### src/rtl/uart_bank_regs.sv
module uart_bank_regs #(
  parameter int DEPTH       = 4,
  parameter int RX_TRIG     = 2,
  parameter int CHAR_CYCLES = 8,
  parameter int TO_CHARS    = 4
) (
  input  logic       clk,
  input  logic       rst_n,
  input  logic [2:0] addr,
  input  logic       rd,
  input  logic       wr,
  input  logic [7:0] wdata,
  output logic [7:0] rdata,
  input  logic [1:0] bank,
  input  logic       dma_rd,
  input  logic       dma_wr,
  input  logic       fifo_en,
  input  logic       ext_mode,
  input  logic       rx_push,
  input  logic [7:0] rx_data,
  input  logic       tx_pop,
  output logic [7:0] tx_data,
  output logic       tx_avail,
  output logic       tx_ovr,
  input  logic       ls_evt,
  input  logic       ms_evt,
  output logic       irq,
  output logic [3:0] iid
);
  localparam int AW       = $clog2(DEPTH);
  localparam int CW       = AW + 1;
  localparam int TO_LIMIT = CHAR_CYCLES * TO_CHARS;
  localparam int TW       = $clog2(TO_LIMIT + 1);

  wire bank0  = (bank == 2'd0);
  wire dp_rd  = dma_rd | (rd & bank0 & (addr == 3'd0));
  wire dp_wr  = dma_wr | (wr & bank0 & (addr == 3'd0));
  wire ier_rd = rd & bank0 & (addr == 3'd1);
  wire ier_wr = wr & bank0 & (addr == 3'd1);

  logic [7:0] ier;

  // receive side
  logic [7:0]    rxq [DEPTH];
  logic [AW-1:0] rx_wp, rx_rp;
  logic [CW-1:0] rx_cnt;
  logic [7:0]    rhr, last_rd;
  logic          rhr_v;

  wire rx_pop = dp_rd & fifo_en & (rx_cnt != '0);
  wire rx_ins = rx_push & fifo_en & ((rx_cnt != CW'(DEPTH)) | rx_pop);

  always_ff @(posedge clk)
    if (rx_ins) rxq[rx_wp] <= rx_data;

  always_ff @(posedge clk) begin
    if (!rst_n) begin
      rx_wp   <= '0;
      rx_rp   <= '0;
      rx_cnt  <= '0;
      last_rd <= '0;
      rhr     <= '0;
      rhr_v   <= 1'b0;
    end else begin
      if (rx_ins) rx_wp <= rx_wp + 1'b1;
      if (rx_pop) begin
        rx_rp   <= rx_rp + 1'b1;
        last_rd <= rxq[rx_rp];
      end
      rx_cnt <= rx_cnt + CW'(rx_ins) - CW'(rx_pop);
      if (rx_push && !fifo_en) begin
        rhr   <= rx_data;
        rhr_v <= 1'b1;
      end else if (dp_rd && !fifo_en) begin
        rhr_v <= 1'b0;
      end
    end
  end

  wire [7:0] dp_val = !fifo_en ? rhr : (rx_cnt != '0) ? rxq[rx_rp] : last_rd;

  assign rdata = dp_rd ? dp_val : ier_rd ? ier : 8'h00;

  // receive time-out
  logic [TW-1:0] idle;
  logic          to_flag;

  always_ff @(posedge clk) begin
    if (!rst_n) begin
      idle    <= '0;
      to_flag <= 1'b0;
    end else begin
      if (!fifo_en || rx_cnt == '0 || rx_ins || rx_pop) idle <= '0;
      else if (idle != TW'(TO_LIMIT)) idle <= idle + 1'b1;
      if (dp_rd) to_flag <= 1'b0;
      else if (fifo_en && rx_cnt != '0 && !rx_ins && idle == TW'(TO_LIMIT - 1))
        to_flag <= 1'b1;
    end
  end

  // transmit side
  logic [7:0]    txq [DEPTH];
  logic [AW-1:0] tx_wp, tx_rp;
  logic [CW-1:0] tx_cnt;
  logic [7:0]    thr;
  logic          thr_v;

  wire tx_full = (tx_cnt == CW'(DEPTH));
  wire tx_ins  = dp_wr & fifo_en & !tx_full;
  wire tx_rem  = tx_pop & fifo_en & (tx_cnt != '0);

  always_ff @(posedge clk)
    if (tx_ins) txq[tx_wp] <= wdata;

  always_ff @(posedge clk) begin
    if (!rst_n) begin
      tx_wp  <= '0;
      tx_rp  <= '0;
      tx_cnt <= '0;
      thr    <= '0;
      thr_v  <= 1'b0;
      tx_ovr <= 1'b0;
    end else begin
      if (tx_ins) tx_wp <= tx_wp + 1'b1;
      if (tx_rem) tx_rp <= tx_rp + 1'b1;
      tx_cnt <= tx_cnt + CW'(tx_ins) - CW'(tx_rem);
      if (dp_wr && fifo_en && tx_full) tx_ovr <= 1'b1;
      if (dp_wr && !fifo_en) begin
        thr   <= wdata;
        thr_v <= 1'b1;
      end else if (tx_pop && !fifo_en) begin
        thr_v <= 1'b0;
      end
    end
  end

  assign tx_data  = fifo_en ? txq[tx_rp] : thr;
  assign tx_avail = fifo_en ? (tx_cnt != '0) : thr_v;

  // interrupt enable
  always_ff @(posedge clk) begin
    if (!rst_n) ier <= 8'h00;
    else if (ier_wr) ier <= {wdata[7:4] & {4{ext_mode}}, wdata[3:0]};
    else if (!ext_mode) ier[7:4] <= 4'h0;
  end

  // interrupt sources
  wire rx_lvl = fifo_en ? (rx_cnt >= CW'(RX_TRIG)) : rhr_v;
  wire tx_low = fifo_en ? (tx_cnt == '0) : !thr_v;

  always_comb begin
    if      (ier[2] & ls_evt)  iid = 4'b0110;
    else if (ier[0] & rx_lvl)  iid = 4'b0100;
    else if (ier[0] & to_flag) iid = 4'b1100;
    else if (ier[1] & tx_low)  iid = 4'b0010;
    else if (ier[3] & ms_evt)  iid = 4'b0000;
    else                       iid = 4'b0001;
  end

  assign irq = (ier[2] & ls_evt) | (ier[0] & (rx_lvl | to_flag)) |
               (ier[1] & tx_low) | (ier[3] & ms_evt);


  rx_depth_chk: assert property (@(posedge clk) disable iff (!rst_n)
    rx_cnt <= CW'(DEPTH));

  tx_ovr_chk: assert property (@(posedge clk) disable iff (!rst_n)
    (dp_wr && fifo_en && tx_full) |=> (tx_ovr && tx_cnt == CW'(DEPTH) - CW'($past(tx_rem))));

  ier_mask_chk: assert property (@(posedge clk) disable iff (!rst_n)
    !ext_mode |=> ier[7:4] == 4'h0);

  to_nonempty_chk: assert property (@(posedge clk) disable iff (!rst_n)
    to_flag |-> rx_cnt != '0);

  iid_irq_chk: assert property (@(posedge clk) disable iff (!rst_n)
    (iid == 4'b0001) == !irq);

  irq_enable_chk: assert property (@(posedge clk) disable iff (!rst_n)
    irq |-> ier[3:0] != 4'h0);

  rx_underflow_chk: assert property (@(posedge clk) disable iff (!rst_n)
    (fifo_en && dp_rd && rx_cnt == '0 && !rx_push) |=> rx_cnt == '0);
endmodule

### config.mk
export PLATFORM = sky130hd
export DESIGN_NAME = uart_bank_regs
export DESIGN_NICKNAME = d
export VERILOG_FILES = /design/src/rtl/uart_bank_regs.sv
export SDC_FILE = /design/constraint.sdc
export NUM_CORES = 1
export LEC_CHECK = 0
export BUFFER_PORTS_ARGS = -buffer_cell sky130_fd_sc_hd__buf_2
export CORE_ASPECT_RATIO = 0.6
export CORE_UTILIZATION = 50
export DETAILED_ROUTE_END_ITERATION = 8
export GPL_ROUTABILITY_DRIVEN = 0
export HOLD_SLACK_MARGIN = 0.15
export PLACE_DENSITY = 0.8
export SETUP_SLACK_MARGIN = 0.1
export SKIP_LAST_GASP = 1
export SYNTH_ARGS = -nofsm -noshare
export SYNTH_HDL_FRONTEND = slang
export SYNTH_SLANG_ARGS = --single-unit
### constraint.sdc
create_clock -name clk -period 3.9 [get_ports clk]
set_input_delay 0.39 -clock clk [delete_from_list [all_inputs] [get_ports clk]]
set_output_delay 0.39 -clock clk [all_outputs]
set_load 0.01 [all_outputs]
==> qor.log <==
INFO  grt            grt_start_max_net_pins=46
INFO  final_layout   area_delta_synth_final=18.9%
INFO  sta            timing.setup.tns=0ns
INFO  sta            timing.final.setup_violations=0
INFO  final_layout   multi_input_area=0.00211mm^2
INFO  die            std_cell_rows=29
INFO  place          number_of_port_buffers=55
INFO  yosys          yosys-top-cells-area=edfxtp_1 35%, dfxtp_1 22%, mux4_2 6.6%
INFO  yosys          synth.net_count=481
INFO  clock_tree     ctsResizeCount=0
INFO  setup_path     critical_path_arrival=2.48ns
INFO  grt            grt_antenna_before_repair=0
INFO  setup_path     critPathLaunchType=flop
INFO  setup_path     worstRegToRegCells=10
INFO  die            floorplan.die.width=136um
INFO  grt            global_route.usage.total=0.222
INFO  final_layout   finish.utilization=0.611
INFO  die            die_y=82.7um
INFO  final_layout   design_area=0.00645mm^2
INFO  final_layout   antenna-diode-count=0
INFO  clock_tree     clock_sinks=124
INFO  yosys          ys_types=54
INFO  routing        drc_violations=0
INFO  final_layout   nFillCells=794
INFO  setup_path     rrSetupSlack=1.26ns
INFO  final_layout   layout_common_cells=64 x edfxtp_1, 61 x nand2_1, 60 x dfxtp_1, 55 x buf_2, 21 x mux2i_1
INFO  yosys          avgSynthCellArea=12.6um^2
INFO  final_layout   sequential_cell_area=0.00312mm^2
INFO  power_and_ir_drop vdd_drop_max=352uV
INFO  clock_tree     worst_skew_pair.late_latency=0.42ns
INFO  sta            unrepaired_setup_endpoints_after_global_routing=no
INFO  yosys          postSynthRegisterBits=124
INFO  power_and_ir_drop p_leak=2.48nW
INFO  grt            grt_pass1_vias=3513
INFO  hold_path      hold_depth=1
INFO  yosys          synth_top_area_cell=edfxtp_1
INFO  routing        routed_wire_length_per_instance=18.6um
INFO  sta            fmax=348MHz
INFO  yosys          ys_dominant_reg_cell=edfxtp_1
INFO  yosys          syn-instance-count=431
INFO  grt            grt_first_pass_wirelength=17.8mm
INFO  clock_tree     cts_post_setup_buffers_inserted=0
INFO  setup_path     criticalPathCategory=reg2out
INFO  sta            final_hold_viol_count=0
INFO  place          placed_cells=605
INFO  place          detailedPlacementHpwl=8.15mm
INFO  clock_tree     htree_levels=4
INFO  clock_tree     ctsLongestPathBuffers=2
INFO  clock_tree     tritoncts_clock_tree=done
INFO  sta            post_route_clock_skew=0.0130ns
INFO  hold_path      holdPathEnd=rxq[0][1]$_DFFE_PP_
INFO  flow_run       timing.max_cap.violations=0
INFO  clock_tree     clk_root_buffer_cell=clkbuf_16
INFO  sta            fin_hold_ws=0.203ns
INFO  sta            final_min_period_over_clock_period=0.736
INFO  routing        total_wire_length=11.8mm
INFO  yosys          synth_sequential_area_ratio=0.576
INFO  sta            timing.final.crit_period=2.87ns
INFO  die            i_o_pin_count=56
INFO  setup_path     endpoint_kind=output pin
INFO  hold_path      hold_path_startpoint=rx_data[1]
INFO  final_layout   num-nets-final=535
INFO  setup_path     critical_path.reg2reg.startpoint=rx_cnt[1]$_SDFF_PN0_
INFO  die            die-area=0.0113mm^2
INFO  sta            final_max_slew_viol_count=0
INFO  yosys          ys_async_sr_fraction=0
INFO  sta            crit_path_setup_slack_layout=1.03ns
INFO  grt            grt_overflow=0
INFO  place          detailedPlace.worstSlack=0.848ns
INFO  setup_path     cp_data_required_time=3.51ns
INFO  sta            worstMarginPinSlew=0.819ns
INFO  yosys          yosysTopAreaCellShare=0.354
INFO  setup_path     timing.rr.end=rx_cnt[2]$_SDFF_PN0_
INFO  routing        initialDrtViolationCount=315
INFO  sta            slew-limit-headroom=0.454
INFO  final_layout   most_common_cell_after_layout_fill_and_taps_aside=edfxtp_1
INFO  place          detailed_place.area=0.00577mm^2
INFO  power_and_ir_drop power_density=595mW/mm^2
INFO  power_and_ir_drop post-layout-total-power=3.84mW
INFO  die            floorplan.initialDensity=0.514
INFO  clock_tree     cts_hold_repair.buffers=0
INFO  yosys          ys_warn_count=0
INFO  setup_path     worstPathMaxFanout=8
INFO  final_layout   final_non_filler_cells=637
INFO  routing        total_iterations_of_the_first_detailed_routing_run=5
INFO  routing        drt.antenna.violating_nets=0
INFO  hold_path      hold_class=in2reg
INFO  clock_tree     clk_transition_reported_paths=0.06ns
INFO  routing        routed_via_density=5.68
INFO  final_layout   layout-drive-gt1-share=0.247
INFO  routing        vias=3619
INFO  die            core_footprint=0.0106mm^2
INFO  run_status     status=completed
INFO  yosys          synth_edf_count=64
INFO  yosys          mapped_cell_area=0.00542mm^2
INFO  clock_tree     number_of_buffers_inserted_during_clock_tree_synthesis=17
## state kept, by name (all words and copies together), names as in the netlist, named ones only
name     cells
tx_wp        2
rhr          8
txq         32
thr_v        1
tx_ovr       1
rx_wp        2
ier          8
tx_rp        2
last_rd      8
rxq         32
rx_rp        2
to_flag      1
thr          8
rhr_v        1
rx_cnt       3
tx_cnt       3
idle         6
## area by class of cell
type | instances | area share
inverter | 18 | 0.0107
timing repair buffer | 57 | 0.0450
clock buffer | 18 | 0.0681
multi-input combinational | 267 | 0.328
tap | 139 | 0.0270
sequential | 124 | 0.484
clock inverter | 14 | 0.0373
## kinds of logic (layout without fill, tap and decap cells)
group                      Yosys count  count (layout)  share of synthesized area
adders and majority gates           17              17                     0.0420
and+or+nand+nor                    137             137                      0.129
buffers and inverters               40             107                     0.0346
DFF                                124             124                      0.576
AOI/OAI and AO/OA                   58              58                     0.0808
xor gates and xnor gates            10              10                     0.0162
muxes                               45              45                      0.122
## power breakdown
group          switching, mW  leakage, nW  internal, mW  total, mW
Sequential            0.0786         1.07          1.45       1.53
Clock                  0.585        0.327          1.22       1.80
Combinational          0.273         1.08         0.228      0.501
Total                  0.937         2.48          2.90       3.84
## critical path, stage by stage, from the launching register on
cell and delay (ns):
dfxtp_1 0.68, mux4_2 0.62, a22oi_1 0.21, nor2_1 0.09, a221o_1 0.32, buf_2 0.15
## synth_stat cells, types with 2 or more instances
master    count
a21oi_2       2
buf_6         3
nor3b_1       2
nor2_1       20
xor2_1        6
nor3_1        2
nor2b_1       8
buf_2         7
and2_1       17
o21ai_1      11
inv_1        16
a221o_1       9
mux2i_1      21
ha_1         15
nor3_4        2
nand3_1       7
a21o_1        2
nand2_1      61
a21oi_1       4
o21ai_0       2
o31a_1        2
edfxtp_1     64
mux4_2       16
a21boi_1      8
and3_1        2
dfxtp_1      60
mux2_2        8
nand4_1       8
xnor2_1       4
fa_1          2
o21a_1        2
a22oi_1       8
clkbuf_1      9
## layer usage
metal / share of wire / track usage / vias up / routed length (um)
met4: 0.0090 / 0.0844 / 0 / 107
met2: 0.47 / 0.341 / 139 / 5580
met5: 0 / 0 / - / 0
li1: - / - / 1668 / -
met1: 0.45 / 0.297 / 1798 / 5310
met3: 0.072 / 0.0690 / 14 / 847
## worst max-delay path by stage
stage | to | slack, ns
4_1_cts | rdata[2] | 1.00
2_1_floorplan | tx_cnt[2]$_SDFF_PN0_ | 1.47
5_1_grt | rdata[4] | 0.88
6_report | rdata[5] | 1.03
3_5_place_dp | rx_cnt[2]$_SDFF_PN0_ | 0.85
3_3_place_gp | rx_cnt[2]$_SDFF_PN0_ | 0.94
(Power assumes the default switching activity.)
